==> src/rtl/lsd_pkg.sv <==
package lsd_pkg;

  typedef struct packed {
    logic load;
    logic pre;
    logic reg_off;
    logic sub;
    logic wb;
  } lsd_mode_t;

  // Pre-indexed with a subtracted register offset is the only slow form.
  function automatic logic lsd_is_slow(lsd_mode_t m);
    return m.pre & m.reg_off & m.sub;
  endfunction

  function automatic logic lsd_misaligned(logic [2:0] low_bits);
    return |low_bits;
  endfunction

  localparam int unsigned LSD_NUM_STROBES = 3;
  localparam int unsigned LSD_STB_LO      = 0;
  localparam int unsigned LSD_STB_HI      = 1;
  localparam int unsigned LSD_STB_BASE    = 2;

endpackage

==> src/rtl/lsd_issue_ctrl.sv <==
module lsd_issue_ctrl #(
  parameter int unsigned SLOW_ISSUE = 3,
  localparam int unsigned CNT_W     = $clog2(SLOW_ISSUE + 1) + 1
) (
  input  logic clk,
  input  logic rst_n,
  input  logic req_valid,
  input  logic opnd_ready,
  input  logic slow,
  input  logic tail,
  output logic req_ready,
  output logic accept,
  output logic issue_stall
);

  logic [CNT_W-1:0] stall_q, stall_d;
  logic [CNT_W-1:0] busy_q, busy_d;
  logic [CNT_W-1:0] extra_issue;
  logic             cnt_en;

  assign req_ready   = (busy_q == '0);
  assign accept      = req_valid & opnd_ready & req_ready;
  assign extra_issue = slow ? CNT_W'(SLOW_ISSUE - 1) : '0;
  assign issue_stall = (stall_q != '0) | (req_valid & ~opnd_ready & req_ready);
  assign cnt_en      = accept | (busy_q != '0);

  always_comb begin
    stall_d = stall_q;
    busy_d  = busy_q;
    if (accept) begin
      stall_d = extra_issue;
      busy_d  = extra_issue + CNT_W'(tail);
    end else begin
      if (stall_q != '0) stall_d = stall_q - 1'b1;
      if (busy_q  != '0) busy_d  = busy_q - 1'b1;
    end
  end

  always_ff @(posedge clk or negedge rst_n) begin
    if (!rst_n) begin
      stall_q <= '0;
      busy_q  <= '0;
    end else if (cnt_en) begin
      stall_q <= stall_d;
      busy_q  <= busy_d;
    end
  end

  AST_STALL_INSIDE_BUSY: assert property (@(posedge clk) disable iff (!rst_n)
    (stall_q != '0) |-> !req_ready);

  AST_STALL_DRAINS: assert property (@(posedge clk) disable iff (!rst_n)
    (stall_q != '0) |=> (stall_q == $past(stall_q) - 1'b1));

  AST_HAZARD_BLOCKS: assert property (@(posedge clk) disable iff (!rst_n)
    (req_valid && !opnd_ready) |-> !accept);

endmodule

==> src/rtl/lsd_beat_gen.sv <==
module lsd_beat_gen #(
  parameter int unsigned ADDR_W     = 32,
  parameter int unsigned DATA_W     = 32,
  parameter int unsigned SLOW_ISSUE = 3,
  localparam int unsigned LINE_W    = SLOW_ISSUE + 2,
  localparam int unsigned IDX_W     = $clog2(LINE_W)
) (
  input  logic                  clk,
  input  logic                  rst_n,
  input  logic                  accept,
  input  logic                  slow,
  input  logic                  misal,
  input  logic                  load,
  input  logic [ADDR_W-1:0]     addr,
  input  logic [DATA_W-1:0]     src_lo,
  input  logic [DATA_W-1:0]     src_hi,
  output logic                  mem_valid,
  output logic                  mem_write,
  output logic                  mem_dbl,
  output logic [ADDR_W-1:0]     mem_addr,
  output logic [2*DATA_W-1:0]   mem_wdata
);

  logic [LINE_W-1:0] first_q, first_d, second_q, second_d;
  logic [LINE_W-1:0] first_mask, second_mask;
  logic [IDX_W-1:0]  first_idx;
  logic              line_en;

  logic [ADDR_W-1:0] addr_q;
  logic [DATA_W-1:0] lo_q, hi_q;
  logic              write_q, dbl_q;

  assign first_idx   = slow ? IDX_W'(SLOW_ISSUE - 1) : '0;
  assign first_mask  = LINE_W'(1) << first_idx;
  assign second_mask = misal ? (first_mask << 1) : '0;
  assign line_en     = accept | (|first_q) | (|second_q);

  always_comb begin
    first_d  = first_q >> 1;
    second_d = second_q >> 1;
    if (accept) begin
      first_d  = first_d | first_mask;
      second_d = second_d | second_mask;
    end
  end

  always_ff @(posedge clk or negedge rst_n) begin
    if (!rst_n) begin
      first_q  <= '0;
      second_q <= '0;
    end else if (line_en) begin
      first_q  <= first_d;
      second_q <= second_d;
    end
  end

  always_ff @(posedge clk or negedge rst_n) begin
    if (!rst_n) begin
      addr_q  <= '0;
      lo_q    <= '0;
      hi_q    <= '0;
      write_q <= 1'b0;
      dbl_q   <= 1'b0;
    end else if (accept) begin
      addr_q  <= addr;
      lo_q    <= src_lo;
      hi_q    <= src_hi;
      write_q <= ~load;
      dbl_q   <= ~misal;
    end
  end

  assign mem_valid = first_q[0] | second_q[0];
  assign mem_write = mem_valid & write_q;
  assign mem_dbl   = first_q[0] & dbl_q;
  assign mem_addr  = second_q[0] ? (addr_q + ADDR_W'(4)) : addr_q;

  always_comb begin
    mem_wdata = '0;
    if (write_q) begin
      if (first_q[0] && dbl_q)  mem_wdata = {hi_q, lo_q};
      else if (first_q[0])      mem_wdata = {{DATA_W{1'b0}}, lo_q};
      else if (second_q[0])     mem_wdata = {{DATA_W{1'b0}}, hi_q};
    end
  end

  AST_DBL_BEAT_ALIGNED: assert property (@(posedge clk) disable iff (!rst_n)
    (mem_valid && mem_dbl) |-> (mem_addr[2:0] == 3'b000));

  AST_SECOND_BEAT_STEP: assert property (@(posedge clk) disable iff (!rst_n)
    second_q[0] |-> ($past(first_q[0]) && mem_addr == $past(mem_addr) + ADDR_W'(4)));

  AST_ONE_BEAT_PER_CYCLE: assert property (@(posedge clk) disable iff (!rst_n)
    !(first_q[0] && second_q[0]));

endmodule

==> src/rtl/lsd_strobe_sched.sv <==
module lsd_strobe_sched
  import lsd_pkg::*;
#(
  parameter int unsigned SLOW_ISSUE = 3,
  localparam int unsigned LINE_W    = SLOW_ISSUE + 2,
  localparam int unsigned IDX_W     = $clog2(LINE_W)
) (
  input  logic                       clk,
  input  logic                       rst_n,
  input  logic                       accept,
  input  logic                       slow,
  input  logic                       misal,
  input  logic                       load,
  input  logic                       wb,
  output logic [LSD_NUM_STROBES-1:0] strobe
);

  logic [IDX_W-1:0]  lat_idx;
  logic [IDX_W-1:0]  hi_idx;
  logic [LINE_W-1:0] lat_mask, hi_mask;
  logic [LSD_NUM_STROBES-1:0][LINE_W-1:0] sched_mask;

  assign lat_idx  = slow ? IDX_W'(SLOW_ISSUE) : IDX_W'(1);
  assign hi_idx   = lat_idx + IDX_W'(misal);
  assign lat_mask = LINE_W'(1) << lat_idx;
  assign hi_mask  = LINE_W'(1) << hi_idx;

  always_comb begin
    sched_mask               = '0;
    sched_mask[LSD_STB_LO]   = load ? lat_mask : '0;
    sched_mask[LSD_STB_HI]   = load ? hi_mask  : '0;
    sched_mask[LSD_STB_BASE] = wb   ? lat_mask : '0;
  end

  for (genvar g = 0; g < LSD_NUM_STROBES; g++) begin : g_line
    logic [LINE_W-1:0] line_q, line_d;
    logic              line_en;

    assign line_en = accept | (|line_q);

    always_comb begin
      line_d = line_q >> 1;
      if (accept) line_d = line_d | sched_mask[g];
    end

    always_ff @(posedge clk or negedge rst_n) begin
      if (!rst_n)       line_q <= '0;
      else if (line_en) line_q <= line_d;
    end

    assign strobe[g] = line_q[0];
  end

  AST_HI_TRAILS_LO: assert property (@(posedge clk) disable iff (!rst_n)
    strobe[LSD_STB_HI] |-> (strobe[LSD_STB_LO] || $past(strobe[LSD_STB_LO])));

endmodule

==> src/rtl/lsd_seq.sv <==
module lsd_seq
  import lsd_pkg::*;
#(
  parameter int unsigned ADDR_W     = 32,
  parameter int unsigned DATA_W     = 32,
  parameter int unsigned SLOW_ISSUE = 3
) (
  input  logic                clk,
  input  logic                rst_n,
  input  logic                req_valid,
  output logic                req_ready,
  input  logic                opnd_ready,
  input  logic                req_load,
  input  logic                req_pre,
  input  logic                req_reg_off,
  input  logic                req_sub,
  input  logic                req_wb,
  input  logic [ADDR_W-1:0]   req_addr,
  input  logic [DATA_W-1:0]   req_src_lo,
  input  logic [DATA_W-1:0]   req_src_hi,
  output logic                issue_stall,
  output logic                mem_valid,
  output logic                mem_write,
  output logic                mem_dbl,
  output logic [ADDR_W-1:0]   mem_addr,
  output logic [2*DATA_W-1:0] mem_wdata,
  output logic                rd_lo_valid,
  output logic                rd_hi_valid,
  output logic                base_valid
);

  lsd_mode_t                  mode;
  logic                       slow, misal, tail, accept;
  logic [LSD_NUM_STROBES-1:0] strobe;

  assign mode  = '{load: req_load, pre: req_pre, reg_off: req_reg_off,
                   sub: req_sub, wb: req_wb};
  assign slow  = lsd_is_slow(mode);
  assign misal = lsd_misaligned(req_addr[2:0]);
  assign tail  = misal | req_wb;

  lsd_issue_ctrl #(.SLOW_ISSUE(SLOW_ISSUE)) u_issue (
    .clk         (clk),
    .rst_n       (rst_n),
    .req_valid   (req_valid),
    .opnd_ready  (opnd_ready),
    .slow        (slow),
    .tail        (tail),
    .req_ready   (req_ready),
    .accept      (accept),
    .issue_stall (issue_stall)
  );

  lsd_beat_gen #(.ADDR_W(ADDR_W), .DATA_W(DATA_W), .SLOW_ISSUE(SLOW_ISSUE)) u_beat (
    .clk       (clk),
    .rst_n     (rst_n),
    .accept    (accept),
    .slow      (slow),
    .misal     (misal),
    .load      (req_load),
    .addr      (req_addr),
    .src_lo    (req_src_lo),
    .src_hi    (req_src_hi),
    .mem_valid (mem_valid),
    .mem_write (mem_write),
    .mem_dbl   (mem_dbl),
    .mem_addr  (mem_addr),
    .mem_wdata (mem_wdata)
  );

  lsd_strobe_sched #(.SLOW_ISSUE(SLOW_ISSUE)) u_strobe (
    .clk    (clk),
    .rst_n  (rst_n),
    .accept (accept),
    .slow   (slow),
    .misal  (misal),
    .load   (req_load),
    .wb     (req_wb),
    .strobe (strobe)
  );

  assign rd_lo_valid = strobe[LSD_STB_LO];
  assign rd_hi_valid = strobe[LSD_STB_HI];
  assign base_valid  = strobe[LSD_STB_BASE];

  initial begin
    AST_SLOW_ISSUE_RANGE: assert (SLOW_ISSUE >= 2);
  end

  AST_LOAD_NO_WDATA: assert property (@(posedge clk) disable iff (!rst_n)
    (mem_valid && !mem_write) |-> (mem_wdata == '0));

  AST_BEAT_NOT_DURING_STALL_START: assert property (@(posedge clk) disable iff (!rst_n)
    (req_valid && !opnd_ready && req_ready) |=> !mem_valid);

endmodule

==> config.mk <==
export PLATFORM = sky130hd
export DESIGN_NAME = lsd_seq
export DESIGN_NICKNAME = d
export VERILOG_FILES = /design/src/rtl/lsd_pkg.sv /design/src/rtl/lsd_issue_ctrl.sv /design/src/rtl/lsd_beat_gen.sv /design/src/rtl/lsd_strobe_sched.sv /design/src/rtl/lsd_seq.sv
export SDC_FILE = /design/constraint.sdc
export NUM_CORES = 1
export LEC_CHECK = 0
export BUFFER_PORTS_ARGS = -buffer_cell sky130_fd_sc_hd__buf_2
export CORE_ASPECT_RATIO = 0.7
export CORE_MARGIN = 5
export CORE_UTILIZATION = 45
export DETAILED_ROUTE_END_ITERATION = 8
export PLACE_DENSITY = 0.74
export RECOVER_POWER = 50
export SYNTH_ARGS = -nofsm -noshare
export SYNTH_HDL_FRONTEND = slang
export SYNTH_SLANG_ARGS = --single-unit
==> constraint.sdc <==
create_clock -name clk -period 2.05 [get_ports clk]
set_clock_uncertainty 0.2 [all_clocks]
set_input_delay 0.5125 -clock clk [delete_from_list [all_inputs] [get_ports clk]]
set_output_delay 0.5125 -clock clk [all_outputs]
set_load 0.01 [all_outputs]
==> impl_metrics.tcl <==
set metrics [dict create \
    die_area_sq_mm 0.0157 \
    grt_use_met3_pct 5.88 \
    synth-xor-area-share_pct 4.26 \
    fmax_mhz 378 \
    worst_slew_pin_slew_ps 632 \
    io_buffer_count 208 \
    cts_sinks 124 \
    synthAdderAreaFrac_pct 1.05 \
    sw_frac_of_total_pct 33.3 \
    max_cap_violations 0 \
    drt.antenna.violating_nets 0 \
    grt_max_degree 53 \
    grt_pass1_vias 5342 \
    ys_seq_area_share_pct 52.0 \
    p_clk_share_pct 25.4 \
    fin_crit_sh_pct 129 \
    hp-class "input port to flip-flop" \
    path_clk_slew_ps 60 \
    leakagePower_nw 4.60 \
    failed_checks "negative setup slack" \
    antenna_found_initial 1 \
    synth-compound-area-share_pct 5.62 \
    vdd.ir_drop.worst_mv 0.765 \
    finalSetupViolations 98 \
    cts_buffers 17 \
    final_cell_mix "buf_2 (176), dfrtp_1 (121), mux2_2 (97)" \
    io_pins 209 \
    synth_cell_types 35 \
    startpoint_type "flip-flop" \
    cts_tree "built" \
    cp_max_fo 7 \
    clockBufferDepth 2 \
    syn-instance-count 494 \
    clockRootBuffer "clkbuf_16" \
    placementRows 35 \
    final_hold_viol_count 0 \
    synthSimpleGateAreaFrac_pct 15.1 \
    min_period_ps 2640 \
    rsz0062_at_grt "yes" \
    grt_use_met1_pct 30.1 \
    async_flop_share_pct 100 \
    syn_nets 604 \
    coreArea_sq_mm 0.0131 \
    post-dp-hpwl_microns 11700 \
    dr.first_iter.drc_count 258 \
    status "complete, but fails checks" \
    cts_max_level 4 \
    vias 4998 \
    grt_use_met2_pct 38.5 \
    clock_latency_ps 410 \
    die_h_microns 106 \
    synth_mux_area_share_pct 18.7 \
    routed_wl_microns 18500 \
    layout_commonest_cell "buf_2" \
    dr.pass1.iters 4 \
    slowest_delay_ps 400 \
    grt_usage_pct 23.2 \
    yosys_warnings 0 \
    fillers 912 \
    p_int_mw 7.82 \
    grt_pass1_wl_microns 28600 \
    ys.flop_type "dfrtp_1" \
    drc_errors 0 \
    grt_busiest_layer "met2" \
    via_per_inst 5.23 \
    drive_above_1_share_pct 70.3 \
    synth_edf_count 0 \
    critPathSlowestCell "dfrtp_1" \
    crit_type "flip-flop to primary output" \
    slew_viol_final 0 \
    finish.utilization_pct 72.4 \
    synth_top_family_by_area "multiplexers" \
    tns_ps -32880 \
    setup_slack_ps -594 \
    comb_power_share_pct 37.5 \
    cp-end-kind "primary output" \
    synth_area_sq_mm 0.00597 \
    maxSlewHeadroom_pct 57.9 \
    syn_avg_cell_area_sq_um 12.1 \
    crit_family "simple AND/OR/NAND/NOR gates" \
    crit_path_cell_trace "nand4_4 > nor4_4 > buf_6 > nand4_1 > xnor2_2 > buf_2" \
    crit_buf_inv 2 \
    switching_power_mw 3.91 \
    die_x_microns 148 \
    critPathRequiredTime_ps 1340 \
    place.gp.congestion 0.864 \
    synth.ff_latch_count 124 \
    p_per_area_mw_per_mm2 1240 \
    syn_to_final_growth_pct 58.8 \
    wl_per_cell_microns 19.3 \
    grt_remaining_overflow 0 \
    pwr-share-seq_pct 37.1 \
    arrival_ps 1930 \
    start_util_pct 45.6 \
    nNetsFinal 886 \
]
==> cell type report <==
class | count | area (sq um) | area share (%)
diodes | 1 | 2.50 | 0.0264
clock buffers | 17 | 425 | 4.49
clock inverters | 15 | 166 | 1.76
inverters | 8 | 32.5 | 0.343
multi-input cells | 324 | 3280 | 34.6
flip-flops and latches | 124 | 3110 | 32.8
well taps | 166 | 208 | 2.19
repair buffers | 301 | 2250 | 23.8
==> cell usage after synthesis, drive strengths merged, types with 10 or more instances <==
| library cell | count | area [sq um] |
|---|---|---|
| a22oi | 32 | 240 |
| and2 | 35 | 219 |
| buf | 15 | 80.1 |
| clkbuf | 23 | 86.3 |
| dfrtp | 124 | 3100 |
| mux2 | 98 | 1100 |
| nand2 | 17 | 63.8 |
| nand3 | 10 | 50.1 |
| nand4 | 11 | 98.8 |
| nor2b | 34 | 213 |
| xnor2 | 24 | 210 |
==> metrics by stage <==
step | instances | hold slack (ps) | setup slack, ps | instance area [sq um] | power, mW
after floorplan | 494 | 16.9 | -54.6 | 6080 | 6.31
after detailed placement | 884 | 137 | -175 | 7640 | 7.88
after global placement | 884 | 134 | -119 | 7640 | 7.65
final | 956 | 136 | -594 | 9480 | 11.7
after CTS | 943 | 123 | -582 | 9120 | 11.5
after global routing | 956 | 117 | -688 | 9480 | 12.4
==> state kept, by name, indices dropped and copies added, names as in the netlist <==
signal / cells
u_beat.addr_q: 32
u_beat.hi_q: 32
u_beat.lo_q: 32
u_strobe.g_line.line_q: 13
u_beat.second_q: 4
u_beat.first_q: 3
u_issue.busy_q: 3
u_issue.stall_q: 3
u_beat.dbl_q: 1
u_beat.write_q: 1
==> power groups by stage <==
| stage | combinational, mW | clock (mW) | sequential [mW] |
|---|---|---|---|
| 5_1_grt | 4.76 | 3.17 | 4.46 |
| 2_1_floorplan | 2.17 | 0 | 4.15 |
| 6_report | 4.40 | 2.98 | 4.35 |
| 3_3_place_gp | 3.55 | 0 | 4.10 |
| 3_5_place_dp | 3.70 | 0 | 4.19 |
| 4_1_cts | 4.17 | 3.03 | 4.28 |
==> kinds of logic (layout without fill, tap and decap cells) <==
| group | Yosys count | count (layout) |
|---|---|---|
| mux | 99 | 99 |
| buf+inv | 46 | 341 |
| fa+ha+maj | 5 | 5 |
| xor+xnor | 29 | 29 |
| compound gates | 47 | 47 |
| flops | 124 | 124 |
| other cells | 0 | 1 |
| simple gates | 144 | 144 |
==> path summary, 6_finish.rpt <==
check	end	from	slack (ps)	cells after the start
min	u_beat.hi_q[22]	req_src_hi[22]	140	2
max in group asynchronous	u_beat.addr_q[2]	rst_n	280	3
max reg2reg	u_beat.addr_q[22]	u_issue.busy_q[0]	40	7
min reg2reg	u_beat.second_q[0]	u_beat.second_q[1]	150	0
max	mem_addr[23]	u_beat.addr_q[11]	-590	6
min in group asynchronous	u_beat.hi_q[11]	rst_n	460	2
==> layer usage <==
metal | vias to the layer above | share of wire [%] | wire length (microns)
li1 | 2290 | - | -
met1 | 2535 | 43 | 7940
met2 | 153 | 50 | 9320
met3 | 20 | 5.0 | 918
met4 | 0 | 1.7 | 306
met5 | - | 0 | 0
==> timing repair <==
action,4_1_cts,5_1_grt
resized for setup,122,81
hold endpoints to repair,21,0
hold buffers,1,0
gates cloned,8,0
pin swaps,33,30
setup endpoints to repair,100,101
setup buffers,18,19
Power figures use the tool's default switching activity.
